## src/rtl/pm_pkg.sv

```systemverilog
package pm_pkg;
  localparam int unsigned REG_W = 8;

  localparam int unsigned B_CLK_KEEP = 7;
  localparam int unsigned B_RESUME   = 6;
  localparam int unsigned B_SUSPEND  = 5;
  localparam int unsigned B_SRST     = 4;
  localparam int unsigned B_IRQ_EN   = 3;
  localparam int unsigned B_WAKE_EN  = 2;
  localparam int unsigned B_RSVD     = 1;
  localparam int unsigned B_PULLUP   = 0;

  localparam logic [REG_W-1:0] CMD_MASK  = 8'b0111_0000;
  localparam logic [REG_W-1:0] KEEP_MASK = 8'b1000_1001;
  localparam logic [REG_W-1:0] RSVD_MASK = 8'b0000_0010;

  // Bits whose stored one is overwritten by a zero on this write
  function automatic logic [REG_W-1:0] fire_mask(input logic [REG_W-1:0] held,
                                                 input logic [REG_W-1:0] wbyte);
    return held & ~wbyte & CMD_MASK;
  endfunction

  // Value left after a USB bus reset
  function automatic logic [REG_W-1:0] bus_reset_keep(input logic [REG_W-1:0] held);
    return held & KEEP_MASK;
  endfunction

  // Value actually stored from a written byte
  function automatic logic [REG_W-1:0] sanitize(input logic [REG_W-1:0] wbyte);
    return wbyte & ~RSVD_MASK;
  endfunction
endpackage

```

## src/rtl/pm_ms_timer.sv

```systemverilog
module pm_ms_timer #(
  parameter int unsigned TICKS = 2
) (
  input  logic clk,
  input  logic rst_n,
  input  logic clr,
  input  logic start,
  input  logic tick,
  output logic busy,
  output logic done
);
  localparam int unsigned CW = (TICKS < 2) ? 1 : $clog2(TICKS + 1);
  localparam logic [CW-1:0] LOAD = CW'(TICKS);

  logic [CW-1:0] cnt_q;

  assign busy = (cnt_q != '0);
  assign done = busy && tick && (cnt_q == CW'(1));

  always_ff @(posedge clk or negedge rst_n) begin
    if (!rst_n)            cnt_q <= '0;
    else if (clr)          cnt_q <= '0;
    else if (start)        cnt_q <= LOAD;
    else if (busy && tick) cnt_q <= cnt_q - CW'(1);
  end
endmodule

```

## src/rtl/pm_ctrl_regs.sv

```systemverilog
module pm_ctrl_regs
  import pm_pkg::*;
(
  input  logic             clk,
  input  logic             rst_n,
  input  logic             srst,
  input  logic             bus_rst,
  input  logic             wr_en,
  input  logic [REG_W-1:0] wr_byte,
  output logic [REG_W-1:0] ctrl,
  output logic             resume_fire,
  output logic             suspend_fire,
  output logic             srst_fire
);
  logic [REG_W-1:0] ctrl_q;
  logic [REG_W-1:0] fired;
  logic             wr_ok;

  assign wr_ok = wr_en && !srst && !bus_rst;
  assign fired = wr_ok ? fire_mask(ctrl_q, wr_byte) : '0;

  assign resume_fire  = fired[B_RESUME];
  assign suspend_fire = fired[B_SUSPEND];
  assign srst_fire    = fired[B_SRST];
  assign ctrl         = ctrl_q;

  always_ff @(posedge clk or negedge rst_n) begin
    if (!rst_n)       ctrl_q <= '0;
    else if (srst)    ctrl_q <= '0;
    else if (bus_rst) ctrl_q <= bus_reset_keep(ctrl_q);
    else if (wr_en)   ctrl_q <= sanitize(wr_byte);
  end
endmodule

```

## src/rtl/pm_power_seq.sv

```systemverilog
module pm_power_seq #(
  parameter int unsigned GATE_MS      = 2,
  parameter int unsigned RES_DELAY_MS = 5,
  parameter int unsigned RES_DRIVE_MS = 10
) (
  input  logic clk,
  input  logic rst_n,
  input  logic clr,
  input  logic tick,
  input  logic suspend_fire,
  input  logic resume_fire,
  input  logic clk_keep,
  input  logic wake_en,
  input  logic cs_n,
  output logic suspended,
  output logic clk_en,
  output logic resume_drive,
  output logic wake_evt,
  output logic gate_evt,
  output logic res_start_evt,
  output logic res_end_evt
);
  logic susp_q, gated_q, drive_q, wake_q;
  logic wake_hit, leave;
  logic gate_busy, dly_busy, drv_busy;

  assign wake_hit = susp_q && wake_en && !cs_n;
  assign leave    = wake_hit || res_start_evt;

  pm_ms_timer #(.TICKS(GATE_MS)) u_gate_tmr (
    .clk(clk), .rst_n(rst_n), .clr(clr || leave), .start(suspend_fire),
    .tick(tick), .busy(gate_busy), .done(gate_evt));

  pm_ms_timer #(.TICKS(RES_DELAY_MS)) u_dly_tmr (
    .clk(clk), .rst_n(rst_n), .clr(clr), .start(resume_fire),
    .tick(tick), .busy(dly_busy), .done(res_start_evt));

  pm_ms_timer #(.TICKS(RES_DRIVE_MS)) u_drv_tmr (
    .clk(clk), .rst_n(rst_n), .clr(clr), .start(res_start_evt),
    .tick(tick), .busy(drv_busy), .done(res_end_evt));

  logic unused_busy;
  assign unused_busy = gate_busy ^ dly_busy ^ drv_busy;

  always_ff @(posedge clk or negedge rst_n) begin
    if (!rst_n) begin
      susp_q  <= 1'b0;
      gated_q <= 1'b0;
      drive_q <= 1'b0;
      wake_q  <= 1'b0;
    end else if (clr) begin
      susp_q  <= 1'b0;
      gated_q <= 1'b0;
      drive_q <= 1'b0;
      wake_q  <= 1'b0;
    end else begin
      wake_q <= wake_hit;
      if (suspend_fire)    susp_q <= 1'b1;
      else if (leave)      susp_q <= 1'b0;
      if (leave)           gated_q <= 1'b0;
      else if (gate_evt && susp_q) gated_q <= 1'b1;
      if (res_start_evt)   drive_q <= 1'b1;
      else if (res_end_evt) drive_q <= 1'b0;
    end
  end

  assign suspended    = susp_q;
  assign clk_en       = !(gated_q && !clk_keep);
  assign resume_drive = drive_q;
  assign wake_evt     = wake_q;
endmodule

```

## src/rtl/usb_pwr_mode_reg.sv

```systemverilog
module usb_pwr_mode_reg #(
  parameter int unsigned DATA_W       = 16,
  parameter int unsigned GATE_MS      = 2,
  parameter int unsigned RES_DELAY_MS = 5,
  parameter int unsigned RES_DRIVE_MS = 10
) (
  input  logic              clk,
  input  logic              rst_n,
  input  logic              bus_rst,
  input  logic              cs_n,
  input  logic              ms_tick,
  input  logic              wr_en,
  input  logic [DATA_W-1:0] wr_data,
  input  logic              rd_en,
  output logic [DATA_W-1:0] rd_data,
  output logic              clk_en,
  output logic              suspended,
  output logic              resume_drive,
  output logic              soft_rst_pulse,
  output logic              irq_en,
  output logic              pullup_en,
  output logic              wake_evt
);
  import pm_pkg::*;

  logic [REG_W-1:0] ctrl;
  logic resume_fire, suspend_fire, srst_fire;
  logic srst_q;
  logic gate_evt, res_start_evt, res_end_evt;

  logic unused_hi;
  assign unused_hi = ^wr_data[DATA_W-1:REG_W];

  pm_ctrl_regs u_regs (
    .clk(clk), .rst_n(rst_n), .srst(srst_q), .bus_rst(bus_rst),
    .wr_en(wr_en), .wr_byte(wr_data[REG_W-1:0]), .ctrl(ctrl),
    .resume_fire(resume_fire), .suspend_fire(suspend_fire),
    .srst_fire(srst_fire));

  always_ff @(posedge clk or negedge rst_n) begin
    if (!rst_n) srst_q <= 1'b0;
    else        srst_q <= srst_fire;
  end

  pm_power_seq #(
    .GATE_MS(GATE_MS), .RES_DELAY_MS(RES_DELAY_MS), .RES_DRIVE_MS(RES_DRIVE_MS)
  ) u_seq (
    .clk(clk), .rst_n(rst_n), .clr(srst_q || bus_rst), .tick(ms_tick),
    .suspend_fire(suspend_fire), .resume_fire(resume_fire),
    .clk_keep(ctrl[B_CLK_KEEP]), .wake_en(ctrl[B_WAKE_EN]), .cs_n(cs_n),
    .suspended(suspended), .clk_en(clk_en), .resume_drive(resume_drive),
    .wake_evt(wake_evt), .gate_evt(gate_evt), .res_start_evt(res_start_evt),
    .res_end_evt(res_end_evt));

  always_comb begin
    rd_data = '0;
    if (rd_en) rd_data[REG_W-1:0] = ctrl & ~RSVD_MASK;
  end

  assign soft_rst_pulse = srst_q;
  assign irq_en         = ctrl[B_IRQ_EN];
  assign pullup_en      = ctrl[B_PULLUP];
endmodule

```

## config.mk

```make
export PLATFORM = sky130hd
export DESIGN_NAME = usb_pwr_mode_reg
export DESIGN_NICKNAME = d
export VERILOG_FILES = /design/src/rtl/pm_pkg.sv /design/src/rtl/pm_ms_timer.sv /design/src/rtl/pm_ctrl_regs.sv /design/src/rtl/pm_power_seq.sv /design/src/rtl/usb_pwr_mode_reg.sv
export SDC_FILE = /design/constraint.sdc
export NUM_CORES = 1
export LEC_CHECK = 0
export BUFFER_PORTS_ARGS = -buffer_cell sky130_fd_sc_hd__buf_2
export CAP_MARGIN = 30
export CORE_MARGIN = 8
export CORE_UTILIZATION = 40
export CTS_CLUSTER_SIZE = 14
export DETAILED_ROUTE_END_ITERATION = 10
export PLACE_DENSITY = 0.76
export SETUP_SLACK_MARGIN = 0.15
export SYNTH_ARGS = -nofsm -noshare
export SYNTH_HDL_FRONTEND = slang
export SYNTH_HIERARCHICAL = 1
export SYNTH_SLANG_ARGS = --single-unit
```

## constraint.sdc

```tcl
create_clock -name clk -period 1.85 [get_ports clk]
set_input_delay 0.2775 -clock clk [delete_from_list [all_inputs] [get_ports clk]]
set_output_delay 0.2775 -clock clk [all_outputs]
set_load 0.02 [all_outputs]
```

Yosys cells after proc, flatten, opt, wreduce, memory -nomap -nowiden
Cells that the tools add are included.

storage, ports and cells
  register bits after elaboration = 22
  bits in latches = 0
  RAM bits = 0
  bits in read-only memories = 0
  input bits = 23
  output and inout port bits = 23
  word-level logic and storage cells = 75
  memories kept = 0

operators by class
  $add $sub $neg = 3
  $mul = 0
  divide/modulo/power cells = 0
  magnitude comparators = 0
  equal/unequal tests = 4
  shift-type cells = 0
  muxes and demuxes = 24
  bitwise operators = 2
  reductions and logical operators = 32

operators by type and width
  kind                                                    count
  two-way mux 8 bit                                       4
  nonzero test 3 bit                                      8
  logical AND 1 bit                                       12
  two-way mux 4 bit                                       3
  two-way mux 1 bit                                       10
  two-way mux 3 bit                                       3
  AND 7 bit                                               1
  two-way mux 7 bit                                       1
  NOT 7 bit                                               1
  two-way mux 2 bit                                       3
  logical NOT 1 bit                                       5
  equality test 4 x 1 -> 1 bit (second input constant)    1
  nonzero test 2 bit                                      2
  nonzero test 4 bit                                      1
  subtractor 4 x 1 -> 4 bit (second input constant)       1
  equality test 3 x 1 -> 1 bit (second input constant)    1
  logical OR 1 bit                                        3
  subtractor 3 x 1 -> 3 bit (second input constant)       1
  equality test 2 x 1 -> 1 bit (second input constant)    1
  inequality test 2 x 1 -> 1 bit (second input constant)  1
  AND reduction 2 bit                                     1
  subtractor 2 x 1 -> 2 bit (second input constant)       1

Logic depth before layout (Yosys ltp)
  depth after elaboration = 7
  gate-level depth with buffers = 6

By module
The synthesis kept the hierarchy.

by module, submodules not included
  module                           times used  cells an instance  area each (um^2)  seq. area each (um^2)
  pm_ctrl_regs                     1           33                 366.6             175.2
  pm_ms_timer at u_seq.u_drv_tmr   1           30                 266.5             100.1
  pm_ms_timer at u_seq.u_dly_tmr   1           20                 221.5             75.1
  pm_power_seq                     1           17                 175.2             100.1
  usb_pwr_mode_reg                 1           19                 146.4             25.0
  pm_ms_timer at u_seq.u_gate_tmr  1           14                 138.9             50.0

Worst setup path after synthesis
Ideal clock, no wire load.

  path type = reg-to-reg
  from = reg srst_q, in the netlist soft_rst_pulse
  to = reg u_seq.u_dly_tmr.cnt_q[0]
  setup time = 0.081 ns
  arrival time = 1.585 ns
  data required time = 1.769 ns
  setup slack = 0.185 ns
  stages on the path, launching flop included = 5
  path buffers = 0
  clock period less this slack = 1.665 ns
  path through = dfrtp_1 or3b_1 nor3b_1 and4b_1 nor3_2

between the ends
  word-level cells in the longest chain between the ends = 6

ends and longest elaborated chain
  element                              RTL line                text
  start, declared                      usb_pwr_mode_reg.sv:28  logic srst_q;
  start signal, assigned               usb_pwr_mode_reg.sv:42  else srst_q <= srst_fire;
  logical NOT 1 bit (*)                pm_ctrl_regs.sv:19      assign wr_ok = wr_en && !srst && !bus_rst;
  logical AND 1 bit (*) (2 in series)  pm_ctrl_regs.sv:19
  two-way mux 7 bit (*)                pm_ctrl_regs.sv:20      assign fired = wr_ok ? fire_mask(ctrl_q, wr_byte) : '0;
  via resume_fire                      usb_pwr_mode_reg.sv:27  logic resume_fire, suspend_fire, srst_fire;
  two-way mux 3 bit                    pm_ms_timer.sv:23       else if (start) cnt_q <= LOAD;
  two-way mux 3 bit                    pm_ms_timer.sv:22       else if (clr) cnt_q <= '0;
  end signal, assigned                 pm_ms_timer.sv:24       else if (busy && tick) cnt_q <= cnt_q - CW'(1);
  end, declared                        pm_ms_timer.sv:15       logic [CW-1:0] cnt_q;

Mark *: on every way through the listed nets, which the timed path passes. The rest lies on a longest branch.
A chain may end at the register's enable or synchronous reset.

Final worst setup path
  from = reg u_seq.u_dly_tmr.cnt_q[0]
  to = reg u_seq.u_gate_tmr.cnt_q[1]

between the ends
  word-level cells in the longest chain between the ends = 6

ends and longest elaborated chain
  element                                                                   RTL line                text
  nonzero test 3 bit                                                        pm_ms_timer.sv:17       assign busy = (cnt_q != '0);
  logical AND 1 bit                                                         pm_ms_timer.sv:18       assign done = busy && tick && (cnt_q == CW'(1));
  logical AND 1 bit (*)                                                     pm_ms_timer.sv:18
  via res_start_evt                                                         usb_pwr_mode_reg.sv:29  logic gate_evt, res_start_evt, res_end_evt;
  logical OR 1 bit (*)                                                      pm_power_seq.sv:28      assign leave = wake_hit || res_start_evt;
  logical OR 1 bit (*)                                                      pm_power_seq.sv:31      .clk(clk), .rst_n(rst_n), .clr(clr || leave), .start(suspend_fire),
  nonzero test 3 bit (no source line) or two-way mux 2 bit (tied branches)  --
  end signal, assigned                                                      pm_ms_timer.sv:24
  end, declared                                                             pm_ms_timer.sv:15

Marked as above.

==> impl_metrics.env <==
export IMPL_dieArea_sq_um=5330
export IMPL_critPathTopFamily="flip-flops"
export IMPL_fmax_mhz=625
export IMPL_cp_slowest_stage_delay_ns=0.42
export IMPL_cts_root_buf="clkbuf_4"
export IMPL_initial_core_util_pct=42.2
export IMPL_synthCells=130
export IMPL_crit_path_cell_trace="inv_1, ha_4, and4bb_4, nor2_2, o21ai_2, a311oi_2"
export IMPL_row_count=20
export IMPL_synth_avg_cell_area_sq_um=10.0
export IMPL_coreArea_sq_um=3080
export IMPL_rsz0062_at_grt="false"
export IMPL_io_buffers=27
export IMPL_status="completed"
export IMPL_crit_fanout=7
export IMPL_ios=46
export IMPL_hp_class="input pin to flop"
export IMPL_cpMaxStageDelayCell="dfrtp_1"
export IMPL_post_dp_hpwl_microns=2260
export IMPL_final_cell_mix="buf_2 (27), dfrtp_1 (21), inv_1 (12)"
export IMPL_layout_core_utilization_pct=50.3
export IMPL_hold_viol_final=0
export IMPL_report_final_slew_viol_count=0
export IMPL_final_common_cell="buf_2"
export IMPL_syn2layout_area_growth_pct=19.2
export IMPL_multi_input_area_sq_um=714
export IMPL_cts_tree="built"
export IMPL_nFillCells=317
export IMPL_fin_total_pwr_mw=1.42
export IMPL_worstPathArrival_ns=1.80
export IMPL_ir_worst_vdd_mv=0.361
export IMPL_total_leakage_power_nw=0.737
export IMPL_grt_pass1_wl_microns=5040
export IMPL_clk_path_buf_depth=2
export IMPL_clk_pin_slew_worst_paths_ns=0.11
export IMPL_finalSetupViolCount=0
export IMPL_ys_warnings_count=6
export IMPL_tns_ns=0
export IMPL_clk_latency_ns=0.30
export IMPL_start_kind="flop"
export IMPL_grt_pass1_vias=1091
export IMPL_ant_nets=0
export IMPL_drive_gt1_share_pct=30.5
export IMPL_wl_per_cell_microns=14.5
export IMPL_required_ns=2.05
export IMPL_htree_levels=1
export IMPL_cp_end_kind="flop"
export IMPL_critical_path_buf_inv_count=1
export IMPL_vias_per_cell=4.89
export IMPL_antenna_found_initial=0
export IMPL_cts_made_buffers=3
export IMPL_vias=1018
export IMPL_clkSinkCount=21
export IMPL_grt_max_degree=22
export IMPL_fin_crit_ns=1.60
export IMPL_critPathKind="flop to flop"
export IMPL_cellPowerDensity_nw_per_um2=915
export IMPL_gp_congestion=0.792
export IMPL_dieHeight_microns=73.0
export IMPL_gr_total_overflow=0
export IMPL_syn_area_sq_um=1300
export IMPL_remaining_drc_errors=0
export IMPL_register_area_sq_um=526
export IMPL_skew_ns=0.00440
export IMPL_drt_pre_antenna_iters=4
export IMPL_drt_iter0_markers=32
export IMPL_finalCritPeriodShare_pct=86.5
export IMPL_routed_wl_microns=3010
export IMPL_fin_nets=196
export IMPL_drv_cap=0
export IMPL_n_antenna_cell=0
export IMPL_grtUsageTotal_pct=11.8
export IMPL_die_width_microns=73.0
-- sequential cells by signal, indices dropped and copies added, names as in the netlist --
signal,flops
u_regs/ctrl,7
u_seq/u_drv_tmr/cnt_q,4
u_seq/u_dly_tmr/cnt_q,3
u_seq/u_gate_tmr/cnt_q,2
soft_rst_pulse,1
u_seq/gated_q,1
u_seq/resume_drive,1
u_seq/suspended,1
u_seq/wake_evt,1
-- power by group --
group / internal (mW) / switching [mW] / leakage (nW) / total, mW
logic: 0.269 / 0.323 / 0.441 / 0.592
registers: 0.534 / 0.0745 / 0.282 / 0.609
clock network: 0.0840 / 0.132 / 0.0150 / 0.216
-- routing by layer --
metal,GRT usage [%],share of wire (%)
met5,0,0
met4,1.33,0.36
met2,21.1,49
met1,13.2,43
met3,4.81,7.5
-- timing repair --
action,4_1_cts,5_1_grt
resized for setup,1,7
setup buffers,0,1
hold buffers,1,0
setup endpoints to repair,1,5
pin swaps,0,1
endpoints found under the hold margin,21,0
-- final cells by class --
type / instances / area share (%)
multi-input combinational: 94 / 46.1
sequential: 21 / 33.9
timing repair buffer: 33 / 11.8
tap: 44 / 3.55
inverter: 12 / 2.91
clock buffer: 4 / 1.70
-- path summary, 6_finish.rpt --
kind / start / endpoint / slack, ns / cells after the start
worst max-delay path: u_seq/u_dly_tmr/cnt_q[0] / u_seq/u_gate_tmr/cnt_q[1] / 0.25 / 6
worst min register to register: u_seq/gated_q / u_seq/gated_q / 0.54 / 2
worst min-delay path: wr_data[4] / soft_rst_pulse / 0.14 / 2
worst max register to register: u_seq/u_dly_tmr/cnt_q[0] / u_seq/u_gate_tmr/cnt_q[1] / 0.25 / 6
min in group asynchronous: rst_n / u_seq/u_drv_tmr/cnt_q[0] / 0.47 / 2
max in group asynchronous: rst_n / u_regs/ctrl[6] / 1.05 / 2
-- stage by stage --
stage | setup WS (ns) | area [sq um] | hold WS (ns) | cells
2_1_floorplan | 0.185 | 1330 | -0.0181 | 138
3_3_place_gp | 0.277 | 1470 | 0.251 | 202
3_5_place_dp | 0.188 | 1470 | 0.267 | 202
4_1_cts | 0.192 | 1510 | 0.130 | 207
5_1_grt | 0.143 | 1550 | 0.121 | 208
6_report | 0.249 | 1550 | 0.138 | 208
Note: power is estimated with default switching activity, not from simulation.
